### config.mk
export PLATFORM = sky130hd
export DESIGN_NAME = usb_ls_tx
export DESIGN_NICKNAME = d
export VERILOG_FILES = /design/src/rtl/usb_ls_tx_pkg.sv /design/src/rtl/usb_ls_tx_line.sv /design/src/rtl/usb_ls_tx_ctrl.sv /design/src/rtl/usb_ls_tx_addr.sv /design/src/rtl/usb_ls_tx.sv
export SDC_FILE = /design/constraint.sdc
export NUM_CORES = 1
export LEC_CHECK = 0
export BUFFER_PORTS_ARGS = -buffer_cell sky130_fd_sc_hd__buf_2
export CAP_MARGIN = 15
export CORE_ASPECT_RATIO = 1.25
export CORE_MARGIN = 4
export CORE_UTILIZATION = 49
export DETAILED_ROUTE_END_ITERATION = 6
export GPL_TIMING_DRIVEN = 0
export PLACE_DENSITY_LB_ADDON = 0.08
export SYNTH_ARGS = -nofsm -noshare
export SYNTH_HDL_FRONTEND = slang
export SYNTH_SLANG_ARGS = --single-unit
### constraint.sdc
create_clock -name clk -period 0.9 [get_ports clk]
set_input_delay 0.09 -clock clk [delete_from_list [all_inputs] [get_ports clk]]
set_output_delay 0.09 -clock clk [all_outputs]
set_load 0.005 [all_outputs]
### src/rtl/usb_ls_tx_pkg.sv
package usb_ls_tx_pkg;

  typedef enum logic [2:0] {
    ST_IDLE,
    ST_BITS,
    ST_SE0A,
    ST_SE0B,
    ST_IDLEJ
  } tx_state_e;

  typedef enum logic [2:0] {
    OP_NONE,
    OP_ACQUIRE,
    OP_DATA,
    OP_STUFF,
    OP_SE0,
    OP_IDLE,
    OP_RELEASE
  } line_op_e;

endpackage

### src/rtl/usb_ls_tx_line.sv
module usb_ls_tx_line
  import usb_ls_tx_pkg::*;
#(
  parameter int STUFF_RUN = 6
) (
  input  logic     clk,
  input  logic     rst_n,
  input  logic     tick_i,
  input  line_op_e op_i,
  input  logic     bit_i,
  output logic     stuff_due_o,
  output logic     dp_o,
  output logic     dm_o,
  output logic     oe_o
);

  localparam int RUN_W = $clog2(STUFF_RUN + 1);

  logic             dp_q, dm_q, oe_q;
  logic             dp_d, dm_d, oe_d;
  logic [RUN_W-1:0] run_q, run_d;

  // line encoder: NRZI toggle, stuff run tracking, EOP levels
  always_comb begin
    dp_d  = dp_q;
    dm_d  = dm_q;
    oe_d  = oe_q;
    run_d = run_q;
    unique case (op_i)
      OP_ACQUIRE: begin
        oe_d  = 1'b1;
        dp_d  = 1'b0;
        dm_d  = 1'b1;
        run_d = '0;
      end
      OP_DATA: begin
        if (bit_i) begin
          run_d = run_q + RUN_W'(1);
        end else begin
          dp_d  = dm_q;
          dm_d  = dp_q;
          run_d = '0;
        end
      end
      OP_STUFF: begin
        dp_d  = dm_q;
        dm_d  = dp_q;
        run_d = '0;
      end
      OP_SE0: begin
        dp_d = 1'b0;
        dm_d = 1'b0;
      end
      OP_IDLE: begin
        dp_d = 1'b0;
        dm_d = 1'b1;
      end
      OP_RELEASE: begin
        oe_d = 1'b0;
        dp_d = 1'b0;
        dm_d = 1'b0;
      end
      default: ;
    endcase
  end

  always_ff @(posedge clk or negedge rst_n) begin
    if (!rst_n) begin
      dp_q  <= 1'b0;
      dm_q  <= 1'b0;
      oe_q  <= 1'b0;
      run_q <= '0;
    end else begin
      dp_q  <= dp_d;
      dm_q  <= dm_d;
      oe_q  <= oe_d;
      run_q <= run_d;
    end
  end

  assign stuff_due_o = (run_q == RUN_W'(STUFF_RUN));
  assign dp_o        = dp_q;
  assign dm_o        = dm_q;
  assign oe_o        = oe_q;

  // a data bit is never sent while a stuffed bit is owed
  p_no_data_when_stuff_due_r4 : assert property (@(posedge clk) disable iff (!rst_n)
    (op_i == OP_DATA) |-> (run_q < RUN_W'(STUFF_RUN)));

  // line is held between ticks while driven
  p_hold_between_ticks_r10 : assert property (@(posedge clk) disable iff (!rst_n)
    (oe_q && $past(oe_q) && !$past(tick_i)) |-> $stable({dp_q, dm_q}));

endmodule

### src/rtl/usb_ls_tx_ctrl.sv
module usb_ls_tx_ctrl
  import usb_ls_tx_pkg::*;
#(
  parameter int MAX_BYTES = 12,
  parameter int BYTE_W    = 8,
  parameter int LEN_W     = $clog2(MAX_BYTES + 1)
) (
  input  logic              clk,
  input  logic              rst_n,
  input  logic              start_i,
  input  logic [LEN_W-1:0]  len_i,
  input  logic              tick_i,
  input  logic [BYTE_W-1:0] rd_data_i,
  input  logic              stuff_due_i,
  output logic [LEN_W-1:0]  rd_addr_o,
  output line_op_e          op_o,
  output logic              bit_o,
  output logic              commit_o,
  output logic              done_o
);

  localparam int BIT_W = $clog2(BYTE_W);
  localparam logic [BIT_W-1:0] LAST_BIT = BIT_W'(BYTE_W - 1);

  tx_state_e        state_q, state_d;
  logic [LEN_W-1:0] len_q, len_d;
  logic [LEN_W-1:0] byte_q, byte_d;
  logic [BIT_W-1:0] bit_q, bit_d;
  logic             all_q, all_d;
  logic             done_q, done_d;
  logic             len_ok;
  logic [LEN_W-1:0] last_byte;

  assign len_ok    = (len_i >= LEN_W'(2)) && (len_i <= LEN_W'(MAX_BYTES));
  assign last_byte = len_q - LEN_W'(1);

  always_comb begin
    state_d  = state_q;
    len_d    = len_q;
    byte_d   = byte_q;
    bit_d    = bit_q;
    all_d    = all_q;
    done_d   = 1'b0;
    commit_o = 1'b0;
    op_o     = OP_NONE;
    bit_o    = rd_data_i[bit_q];
    unique case (state_q)
      ST_IDLE: begin
        if (start_i && len_ok) begin
          state_d = ST_BITS;
          len_d   = len_i;
          byte_d  = '0;
          bit_d   = '0;
          all_d   = 1'b0;
          op_o    = OP_ACQUIRE;
        end
      end
      ST_BITS: begin
        if (tick_i) begin
          if (stuff_due_i) begin
            op_o = OP_STUFF;
          end else if (all_q) begin
            op_o    = OP_SE0;
            state_d = ST_SE0A;
          end else begin
            op_o = OP_DATA;
            if (bit_q == LAST_BIT) begin
              bit_d = '0;
              if (byte_q == last_byte) all_d  = 1'b1;
              else                     byte_d = byte_q + LEN_W'(1);
            end else begin
              bit_d = bit_q + BIT_W'(1);
            end
          end
        end
      end
      ST_SE0A: begin
        if (tick_i) state_d = ST_SE0B;
      end
      ST_SE0B: begin
        if (tick_i) begin
          op_o    = OP_IDLE;
          state_d = ST_IDLEJ;
        end
      end
      ST_IDLEJ: begin
        if (tick_i) begin
          op_o     = OP_RELEASE;
          done_d   = 1'b1;
          commit_o = (len_q > LEN_W'(2));
          state_d  = ST_IDLE;
        end
      end
      default: state_d = ST_IDLE;
    endcase
  end

  always_ff @(posedge clk or negedge rst_n) begin
    if (!rst_n) begin
      state_q <= ST_IDLE;
      len_q   <= '0;
      byte_q  <= '0;
      bit_q   <= '0;
      all_q   <= 1'b0;
      done_q  <= 1'b0;
    end else begin
      state_q <= state_d;
      len_q   <= len_d;
      byte_q  <= byte_d;
      bit_q   <= bit_d;
      all_q   <= all_d;
      done_q  <= done_d;
    end
  end

  assign rd_addr_o = byte_q;
  assign done_o    = done_q;

  // the latched count cannot move once a packet is running
  p_busy_keeps_len_r8 : assert property (@(posedge clk) disable iff (!rst_n)
    (state_q != ST_IDLE) |=> $stable(len_q));

  // an out-of-range or absent request keeps the sequencer idle
  p_bad_len_stays_idle_r9 : assert property (@(posedge clk) disable iff (!rst_n)
    (state_q == ST_IDLE && !(start_i && len_ok)) |=> (state_q == ST_IDLE));

  // byte address stays inside the packet
  p_addr_in_range_r3 : assert property (@(posedge clk) disable iff (!rst_n)
    (state_q == ST_BITS) |-> (byte_q < len_q));

endmodule

### src/rtl/usb_ls_tx_addr.sv
module usb_ls_tx_addr #(
  parameter int ADDR_W = 7
) (
  input  logic              clk,
  input  logic              rst_n,
  input  logic              commit_i,
  input  logic [ADDR_W-1:0] new_addr_i,
  output logic [ADDR_W-1:0] dev_addr_o
);

  logic [ADDR_W-1:0] addr_q, addr_d;

  always_comb begin
    addr_d = addr_q;
    if (commit_i) addr_d = new_addr_i;
  end

  always_ff @(posedge clk or negedge rst_n) begin
    if (!rst_n) addr_q <= '0;
    else        addr_q <= addr_d;
  end

  assign dev_addr_o = addr_q;

  // the active address only moves on a commit
  p_addr_moves_on_commit_r7 : assert property (@(posedge clk) disable iff (!rst_n)
    !$stable(addr_q) |-> $past(commit_i));

endmodule

### src/rtl/usb_ls_tx.sv
module usb_ls_tx
  import usb_ls_tx_pkg::*;
#(
  parameter int MAX_BYTES = 12,
  parameter int BYTE_W    = 8,
  parameter int ADDR_W    = 7,
  parameter int STUFF_RUN = 6,
  parameter int LEN_W     = $clog2(MAX_BYTES + 1)
) (
  input  logic              clk,
  input  logic              rst_n,
  input  logic              start_i,
  input  logic [LEN_W-1:0]  len_i,
  input  logic              tick_i,
  output logic [LEN_W-1:0]  rd_addr_o,
  input  logic [BYTE_W-1:0] rd_data_i,
  input  logic [ADDR_W-1:0] new_addr_i,
  output logic              dp_o,
  output logic              dm_o,
  output logic              oe_o,
  output logic              done_o,
  output logic [ADDR_W-1:0] dev_addr_o
);

  // reset: asserted asynchronously, released on the clock
  logic [1:0] rst_sync_q;
  logic       rst_core_n;

  always_ff @(posedge clk or negedge rst_n) begin
    if (!rst_n) rst_sync_q <= 2'b00;
    else        rst_sync_q <= {rst_sync_q[0], 1'b1};
  end
  assign rst_core_n = rst_sync_q[1];

  line_op_e op;
  logic     bit_val;
  logic     stuff_due;
  logic     commit;

  usb_ls_tx_ctrl #(
    .MAX_BYTES (MAX_BYTES),
    .BYTE_W    (BYTE_W),
    .LEN_W     (LEN_W)
  ) u_ctrl (
    .clk         (clk),
    .rst_n       (rst_core_n),
    .start_i     (start_i),
    .len_i       (len_i),
    .tick_i      (tick_i),
    .rd_data_i   (rd_data_i),
    .stuff_due_i (stuff_due),
    .rd_addr_o   (rd_addr_o),
    .op_o        (op),
    .bit_o       (bit_val),
    .commit_o    (commit),
    .done_o      (done_o)
  );

  usb_ls_tx_line #(
    .STUFF_RUN (STUFF_RUN)
  ) u_line (
    .clk         (clk),
    .rst_n       (rst_core_n),
    .tick_i      (tick_i),
    .op_i        (op),
    .bit_i       (bit_val),
    .stuff_due_o (stuff_due),
    .dp_o        (dp_o),
    .dm_o        (dm_o),
    .oe_o        (oe_o)
  );

  usb_ls_tx_addr #(
    .ADDR_W (ADDR_W)
  ) u_addr (
    .clk        (clk),
    .rst_n      (rst_core_n),
    .commit_i   (commit),
    .new_addr_i (new_addr_i),
    .dev_addr_o (dev_addr_o)
  );

  // drivers drop exactly when done fires
  p_release_with_done_r6 : assert property (@(posedge clk) disable iff (!rst_core_n)
    $fell(oe_o) |-> done_o);

  // done is a single-clock pulse
  p_done_single_r6 : assert property (@(posedge clk) disable iff (!rst_core_n)
    done_o |=> !done_o);

  // undriven lines rest at zero
  p_idle_lines_low_r5 : assert property (@(posedge clk) disable iff (!rst_core_n)
    !oe_o |-> (!dp_o && !dm_o));

endmodule

* After elaboration in Yosys (flattened, before gate mapping) *
Cells that the tools add are included.

storage, ports and cells
  register bits = 31
  output and inout port bits = 15

cells by class
  $add $sub $neg = 4
  $lt $le $gt $ge = 4
  equal/unequal tests = 24
  mux-type cells = 48
  reductions and logical operators = 19

operators by type and width
  operator                                                        count
  2-to-1 mux 3 bit                                                18
  2-to-1 mux 4 bit                                                6
  equality test 3 bit (second input constant)                     6
  inequality test 2 bit (second input constant)                   8
  one-hot mux 3 bit (5 select lines)                              1
  2-to-1 mux 1 bit                                                14
  AND reduction 7 bit                                             2
  equality test 3 x 2 -> 1 bit (second input constant)            4
  one-hot mux 3 bit (2 select lines)                              2
  one-hot mux 3 bit (4 select lines)                              1
  one-hot mux 4 bit (2 select lines)                              1
  adder 3 x 1 -> 3 bit (second input constant)                    2
  equality test 3 x 1 -> 1 bit (second input constant)            2
  inequality test 2 x 1 -> 1 bit (second input constant)          3
  AND reduction 2 bit                                             3
  nonzero test 2 bit                                              3
  OR reduction 2 bit                                              3
  AND reduction 5 bit                                             1
  adder 4 x 1 -> 4 bit (second input constant)                    1
  equality test 4 bit                                             1
  >= comparator 4 x 2 -> 1 bit (second input constant)            1
  greater-than comparator 4 x 2 -> 1 bit (second input constant)  1
  <= comparator 4 bit (second input constant)                     1
  less-than comparator 3 x 4 -> 1 bit (second input constant)     1
  other kinds (11)                                                13

* Longest topological paths before layout *
Gate-level depths: netlist (run 1).

  depth after elaboration = 9
  gate-level depth with buffers = 7

* Hierarchy *
A second synthesis (run 1) with hierarchy kept.

second synthesis, totals
  cell total of the unflattened synthesis = 165
  area total of the unflattened synthesis = 1818.0 um2

modules (own cells, without submodules)
  module          instances  cells each  area an instance (um2)
  usb_ls_tx_ctrl  1          106         1073.5
  usb_ls_tx_line  1          41          399.1
  usb_ls_tx_addr  1          15          291.5
  usb_ls_tx       1          3           53.8

* Least setup slack after synthesis (run 1) *
No wires, ideal clock.

  path kind = reg-to-reg
  from = reg u_ctrl.bit_q[0]
  to = reg u_ctrl.byte_q[0], in the netlist u_ctrl.rd_addr_o[0]
  arrival time = 1.810 ns
  required time = 0.775 ns
  path slack = -1.034 ns
  cell stages (with the launch flop) = 8
  path buffers = 0
  path through = dfrtp_1 ha_1 ha_1 inv_1 nor4b_1 o41ai_2 a21oi_1 mux2_2

on the way
  longest elaborated chain between the ends = 3

ends and longest elaborated chain
  element                                   line                   RTL
  from (decl)                               usb_ls_tx_ctrl.sv:28   logic [BIT_W-1:0] bit_q, bit_d;
  from (signal assigned)                    usb_ls_tx_ctrl.sv:110  bit_q <= bit_d;
  equality test 3 bit                       usb_ls_tx_ctrl.sv:67   if (bit_q == LAST_BIT) begin
  inequality test 2 x 1 -> 1 bit (no line)  --
  AND reduction 7 bit (no line)             --
  to (signal assigned)                      usb_ls_tx_ctrl.sv:109  byte_q <= byte_d;
  to (decl)                                 usb_ls_tx_ctrl.sv:27   logic [LEN_W-1:0] byte_q, byte_d;

Every way passes these cells.
A chain may end at the register's enable or synchronous reset.

* Worst setup path after layout (run 1) *
  from = reg u_ctrl.len_q[0]
  to = reg u_ctrl.byte_q[1], in the netlist u_ctrl.rd_addr_o[1]

on the way
  longest elaborated chain between the ends = 4

ends and longest elaborated chain
  element                          line                   RTL
  from (decl)                      usb_ls_tx_ctrl.sv:26   logic [LEN_W-1:0] len_q, len_d;
  from (signal assigned)           usb_ls_tx_ctrl.sv:108  len_q <= len_d;
  subtractor 4 x 1 -> 4 bit        usb_ls_tx_ctrl.sv:35   assign last_byte = len_q - LEN_W'(1);
  equality test 4 bit              usb_ls_tx_ctrl.sv:69   if (byte_q == last_byte) all_d = 1'b1;
  inequality test 2 bit (no line)  --
  AND reduction 7 bit (no line)    --

Every way passes these cells.

==> metrics.yaml, run 1 <==
timing:
  min_period_ns: 1.86
  hold_ws_ns: 0.0295
  fmax_mhz: 536
  fin_ws_ns: -0.965
  finalMaxSlewViolations: 0
  fin_skew_ns: 0.00694
  tns_ns: -21.86
  setup_viol: 34
  period_share_pct: 207
  hold_violations: 0
  rsz0062_at_grt: "true"
global_routing:
  grt_pass1_wl_um: 7160
  grt_max_degree: 30
  antenna_found_initial: 0
  grt-ovfl-total: 0
  grt_use_total_pct: 21.1
  grt_pass1_vias: 1620
worst_setup_path:
  cp.required_ns: 1.08
  worstPathArrival_ns: 2.04
  startpoint: "u_ctrl.len_q[0]$_DFFE_PN0P_"
  worstSetupPathType: "reg -> reg"
  worstReg2RegStart: "u_ctrl.len_q[0]$_DFFE_PN0P_"
  startpoint_type: "register"
  end_kind: "register"
  crit_fanout: 3
placed_design:
  placed_cells: 239
  gp_congestion: 0.838
  dp_hpwl_um: 2910
  port_buffers: 36
routing:
  post_drt_wl_per_cell_um: 17.3
  drtIter0Drc: 58
  wl_met1_um: 1970
  drc: 0
  route.met2.wl_um: 2740
  vias_per_cell: 5.64
  via_count: 1653
  detail-route-antenna-nets: 0
  top_layer: "met4"
  drt_wl_total_um: 5080
  wl_met3_um: 245
  drt_pass1_iterations: 4
power:
  total_power_mw: 8.96
  ir_drop_mv: 2.57
  cellPowerDensity_nw_per_um2: 3180
  p_leak_nw: 1.35
synthesis:
  synth_area_um2: 1770
  yosysUniqueCellTypes: 47
  netlist.area_leader.share_pct: 43.7
  yosys.area_share.simple_pct: 16.4
  synth_compound_area_share_pct: 13.7
  ys_warn_count: 0
  avgSynthCellArea_um2: 10.8
  synth_fa_ha_area_share_pct: 4.94
  ys_async_sr_fraction_pct: 100
  syn_inst: 164
  synthTopCellsByArea: "dfrtp_1 44%, mux2_2 11%, ha_1 4.9%, mux2i_1 3.4%, xnor2_1 3.0%"
  synth_fp_nets: 194
  synth_xor_area_share_pct: 2.96
  yosys-top-cells-count: "31 x dfrtp_1, 17 x mux2_2, 9 x inv_1, 9 x nor2_1, 8 x nand2_1"
  synth-seq-cells: 31
  synth_ff_type: "dfrtp_1"
  synth-edff-count: 0
  synth_top_family_by_area: "simple AND/OR/NAND/NOR gates"
  synth_mux_area_share_pct: 14.2
  ys_seq_area_share_pct: 43.7
  post-synth-top-count-cell: "dfrtp_1"
  yosysTopAreaCell: "dfrtp_1"
cts:
  cts_sinks: 31
  htreeDepth: 2
  clk_latency_ns: 0.29
  clk_path_buf_depth: 2
  cts_root_buf: "clkbuf_8"
  numCtsBuffers: 5
  cts.clk_slew.worst_paths_ns: 0.07
  tritoncts: "built"
min_path:
  worstHoldStart: "new_addr_i[1]"
  hold_class: "in -> reg"
die:
  ios: 38
  dieHeight_um: 75.3
  initial_core_util_pct: 50.9
  core_area_um2: 3480
  row_count: 24
  die_area_um2: 4650
  die_w_um: 61.8
job:
  max-cap-violations: 0
layout:
  fin_nets: 283
  drive_above_1_share_pct: 63.8
  syn2layout_area_growth_pct: 58.5
  stdcell_count: 293
  antenna_cells: 0
status:
  run_status: "finished, violations left"
  violations: "negative setup slack"
[path summary, 6_finish.rpt]
| kind | depth (start not counted) | endpoint | slack [ns] |
|---|---|---|---|
| min in group asynchronous | 2 | rst_sync_q[1]$_DFF_PN0_ | 0.11 |
| worst min-delay path | 2 | u_addr.dev_addr_o[1]$_DFFE_PN0P_ | 0.03 |
| worst min register to register | 0 | u_addr.dev_addr_o[5]$_DFFE_PN0P_ | 0.26 |
| worst max-delay path | 6 | u_ctrl.rd_addr_o[1]$_DFFE_PN0P_ | -0.96 |
| worst max register to register | 6 | u_ctrl.rd_addr_o[1]$_DFFE_PN0P_ | -0.96 |
| max in group asynchronous | 0 | u_ctrl.len_q[0]$_DFFE_PN0P_ | 0.32 |
[cells in the final DEF (no fill, tap or decap), types with 3 or more instances in the layout]
| master | Yosys | final |
|---|---|---|
| inv_2 | 0 | 3 |
| buf_2 | 5 | 37 |
| buf_6 | 0 | 10 |
| ha_1 | 7 | 3 |
| mux2i_1 | 6 | 6 |
| inv_1 | 9 | 5 |
| nand2_4 | 1 | 3 |
| nand4b_1 | 3 | 3 |
| nand2_1 | 8 | 6 |
| nand2b_1 | 3 | 3 |
| dfrtp_1 | 31 | 24 |
| xnor2_1 | 6 | 3 |
| nor2_1 | 9 | 7 |
| clkinv_2 | 0 | 3 |
| buf_4 | 1 | 39 |
| mux2_2 | 17 | 7 |
| clkbuf_8 | 0 | 5 |
| a211oi_1 | 5 | 3 |
| dfrtp_2 | 0 | 6 |
| mux2_4 | 0 | 10 |
| o21a_1 | 3 | 3 |
| o22ai_1 | 3 | 3 |
| ha_4 | 0 | 3 |
[kinds of logic (layout without fill, tap and decap cells)]
group | count (synthesis) | after routing
AOI/OAI and AO/OA | 30 | 30
xor gates and xnor gates | 6 | 6
adders and majority gates | 7 | 7
buffers and inverters | 16 | 106
DFF | 31 | 31
muxes | 23 | 23
other | 1 | 1
and+or+nand+nor | 50 | 50
[power by group]
| group | internal [mW] | switching, mW | total (mW) | leakage (nW) |
|---|---|---|---|---|
| sequential | 1.89 | 0.630 | 2.52 | 0.386 |
| combinational | 3.05 | 2.33 | 5.37 | 0.919 |
| clock | 0.528 | 0.536 | 1.06 | 0.0477 |
| total | 5.46 | 3.49 | 8.96 | 1.35 |
[worst max-delay path, cell delays in order (launching register included)]
cell and delay (ns):
dfrtp_2 0.44, inv_2 0.09, ha_4 0.21, xnor2_4 0.13, o41ai_4 0.44, a21oi_2 0.13
mux2_4 0.31
[per-layer routing]
layer	vias to the layer above	GRT usage, %
li1	776	-
met1	819	23.8
met2	44	37.3
met3	14	5.32
met4	0	8.49
met5	-	0
[final cells by class]
| class | count | area, µm² |
|---|---|---|
| Multi-Input combinational cell | 117 | 1230 |
| Clock inverter | 3 | 15.0 |
| Buffer | 7 | 76.3 |
| Fill cell | 196 | 671 |
| Sequential cell | 31 | 787 |
| Inverter | 9 | 36.3 |
| Clock buffer | 5 | 68.8 |
| Tap cell | 39 | 48.8 |
| Timing Repair Buffer | 82 | 554 |
[state kept, by name, summed over array words and instances, names as in the netlist, 2 cells and up]
name	flops
u_ctrl.state_q	3
u_ctrl.bit_q	3
u_line.run_q	3
u_addr.dev_addr_o	7
rst_sync_q	2
u_ctrl.len_q	4
u_ctrl.rd_addr_o	4
[per-stage QoR]
stage	cell area, µm²	utilization, %	setup WS, ns
6_report	2810	80.7	-0.965
5_1_grt	2810	80.7	-1.03
4_1_cts	2510	72.1	-0.964
3_5_place_dp	2140	61.5	-1.18
3_3_place_gp	2140	61.5	-1.16
2_1_floorplan	1910	-	-0.970
[what timing repair did]
item	4_1_cts	5_1_grt
setup endpoints to repair	37	46
pin swaps	7	9
hold buffers	1	0
cloned	1	0
resized for setup	23	30
setup buffers	22	22
endpoints found under the hold margin	2	0
Power figures use the tool's default switching activity.
==> run 2: changes to the inputs <==
Settings changed: REMOVE_ABC_BUFFERS from default to 1.
Clock period 0.9 ns to 1.7 ns, I/O delays scaled along.
==> run 2 against run 1 <==
Net effect:
- the run still ends with negative setup slack left
- die area did not move
- core utilization fell by 5.2 points
- setup slack improved by 0.79 ns
- combinational power fell by 49%
- wire length fell by 5.6%
- sequential power fell by 46%
- via count fell by 4.5%
- clock power fell by 47%
- critical endpoint is now u_ctrl.rd_addr_o[2]$_DFFE_PN0P_
- largest power group unchanged
==> metrics.yaml, run 2 (same netlist as run 1, synthesis figures left out) <==
placed_design:
  dp_hpwl_um: 2630  # -9.6%
  gp_congestion: 0.759  # -9.5%
  pre_cts_slack_ns: -0.569  # +0.609 ns
  placed_cells: 233  # -2.5%
  port_buffers: 37  # +2.8%
layout:
  drive_above_1_share_pct: 58.8  # -5.0 points
  layout_common_cells: "37 x buf_2, 24 x buf_4, 24 x dfrtp_1"
  utilization_pct: 75.5  # -5.2 points
  syn2layout_area_growth_pct: 48.2
  final_common_cell: "buf_2"
  nFillCells: 234  # +19%
  fin_nets: 262  # -7.4%
  seq_area_um2: 785  # -0.32%
  largest_reg_flops: 7  # unchanged
  antenna_cells: 0  # unchanged
  multi_input_area_um2: 1200  # -1.9%
  stdcell_count: 272  # -7.2%
power:
  p_int_mw: 2.82  # -48%
  p_leak_nw: 1.21  # -11%
  switching_power_mw: 1.86  # -47%
  clkPwrFrac_pct: 12.0  # about the same
  power_frac_comb_pct: 59.0  # -1.0 points
  p_seq_share_pct: 29.0  # +0.9 points
  cellPowerDensity_nw_per_um2: 1780  # -44%
  swShare_pct: 39.7  # +0.75 points
  ir_drop_mv: 1.20  # -53%
die:
  dieHeight_um: 75.3  # unchanged
  core_area_um2: 3480  # unchanged
  ios: 38  # unchanged
  die_area_um2: 4650  # unchanged
  initial_core_util_pct: 50.9  # unchanged
  row_count: 24  # unchanged
  die_w_um: 61.8  # unchanged
routing:
  via_count: 1579  # -4.5%
  drc: 0  # unchanged
  drt_wl_total_um: 4790  # -5.6%
  top_layer: "met4"
  drtIter0Drc: 51  # -12%
  drt_pass1_iterations: 4  # unchanged
  vias_per_cell: 5.81  # +2.9%
  route.met2.wl_um: 2620  # -4.5%
  wl_met3_um: 217  # -11%
  wl_met1_um: 1790  # -9.2%
  post_drt_wl_per_cell_um: 17.6  # +1.7%
  detail-route-antenna-nets: 0  # unchanged
worst_setup_path:
  rr_endpoint: "u_ctrl.rd_addr_o[2]$_DFFE_PN0P_"
  worstReg2RegStart: "u_ctrl.bit_q[0]$_DFFE_PN0P_"
  crit_family: "compound AO/OA/AOI/OAI gates"
  crit_slowest_cell: "dfrtp_2"
  startpoint_type: "register"
  worstPathCellList: "ha_4 -> ha_4 -> inv_4 -> nor4b_4 -> o41ai_4 -> buf_4 -> a211oi_2 -> mux2i_1"
  worstPathArrival_ns: 2.08  # +0.04 ns
  critical-path-max-stage-delay_ns: 0.39  # -0.05 ns
  crit_fanout: 2  # -1
  path_buf_inv: 2  # +1
  worstSetupPathType: "reg -> reg"
  cp.required_ns: 1.90  # +0.82 ns
  rrSetupSlack_ns: -0.17  # +0.79 ns
  end_kind: "register"
  r2r_cells: 8  # +2
  startpoint: "u_ctrl.bit_q[0]$_DFFE_PN0P_"
  cp_common_cell: "ha_4"
global_routing:
  grt_pass1_wl_um: 6930  # -3.1%
  grt-ovfl-total: 0  # unchanged
  grt_pass1_vias: 1531  # -5.5%
  grt_max_degree: 30  # unchanged
  antenna_found_initial: 0  # unchanged
  grt_use_total_pct: 20.8  # -0.32 points
timing:
  period_share_pct: 110  # -97 points
  rsz0062_at_grt: "true"
  hold_violations: 0  # unchanged
  setup_viol: 17  # -50%
  fmax_mhz: 534  # -0.48%
  fin_skew_ns: 0.00825  # +0.00131 ns
  finalMaxSlewViolations: 0  # unchanged
  min_period_ns: 1.87  # +0.00895 ns
  fin_ws_ns: -0.174  # +0.791 ns
cts:
  htreeDepth: 2  # unchanged
  clk_path_buf_depth: 2  # unchanged
  cts_root_buf: "clkbuf_8"
  cts.clk_slew.worst_paths_ns: 0.07  # about the same
  numCtsBuffers: 5  # unchanged
  tritoncts: "built"
  cts_sinks: 31  # unchanged
  clk_latency_ns: 0.29  # about the same
job:
  max-cap-violations: 0  # unchanged
status:
  violations: "negative setup slack"
  run_status: "finished, violations left"
min_path:
  hold_class: "reg -> async"
==> run 2: cell types whose count changed in the layout (fill, tap and decap cells not counted), sizes merged <==
cell and change:
clkinv -2, clkbuf +2, buf -21
==> run 2: per-layer routing <==
layer / global-route usage (%) / up-vias
met3: 5.66 / 14
met4: 9.20 / 0
met2: 37.4 / 42
met1: 22.1 / 797
li1: - / 726
met5: 0 / -
==> run 2: power groups by stage <==
| stage | logic (mW) | registers, mW | clock network (mW) |
|---|---|---|---|
| floorplan | 1.14 | 1.28 | 0 |
| global placement | 1.41 | 1.33 | 0 |
| detailed placement | 1.46 | 1.36 | 0 |
| CTS | 2.26 | 1.32 | 0.571 |
| global route | 2.96 | 1.39 | 0.613 |
| finish | 2.76 | 1.36 | 0.559 |
==> run 2: metrics by stage <==
| stage | hold slack [ns] | power (mW) | setup TNS, ns | cell area, µm² |
|---|---|---|---|---|
| after detailed placement | -0.0442 | 2.81 | -6.95 | 1970 |
| final | 0.112 | 4.68 | -1.52 | 2630 |
| after floorplan | -0.126 | 2.42 | -1.57 | 1740 |
| after global placement | -0.0456 | 2.74 | -6.05 | 1970 |
| after global routing | 0.106 | 4.97 | -2.46 | 2630 |
| after CTS | 0.112 | 4.15 | -0.992 | 2430 |
==> run 2: layout make-up <==
| cell class | count | share of cell area (%) |
|---|---|---|
| Clock buffer | 7 | 2.90 |
| Clock inverter | 1 | 0.190 |
| Inverter | 9 | 1.38 |
| Multi-Input combinational cell | 117 | 45.7 |
| Sequential cell | 31 | 29.8 |
| Tap cell | 39 | 1.86 |
| Timing Repair Buffer | 68 | 18.1 |
==> run 2: worst max-delay path by stage <==
stage | endpoint | slack [ns] | cells past startpoint
floorplan | u_ctrl.rd_addr_o[0]$_DFFE_PN0P_ | -0.29 | 7
global placement | u_line.dp_o$_DFFE_PN0P_ | -0.52 | 5
detailed placement | u_line.dp_o$_DFFE_PN0P_ | -0.57 | 5
CTS | u_line.dp_o$_DFFE_PN0P_ | -0.17 | 7
global route | u_ctrl.rd_addr_o[2]$_DFFE_PN0P_ | -0.22 | 8
finish | u_ctrl.rd_addr_o[2]$_DFFE_PN0P_ | -0.17 | 8
==> run 2: what timing repair did <==
item,CTS,global route
setup buffers,23,7
hold buffers,1,0
setup endpoints to repair,21,24
resized for setup,36,27
pin swaps,13,9
hold endpoints to repair,2,0
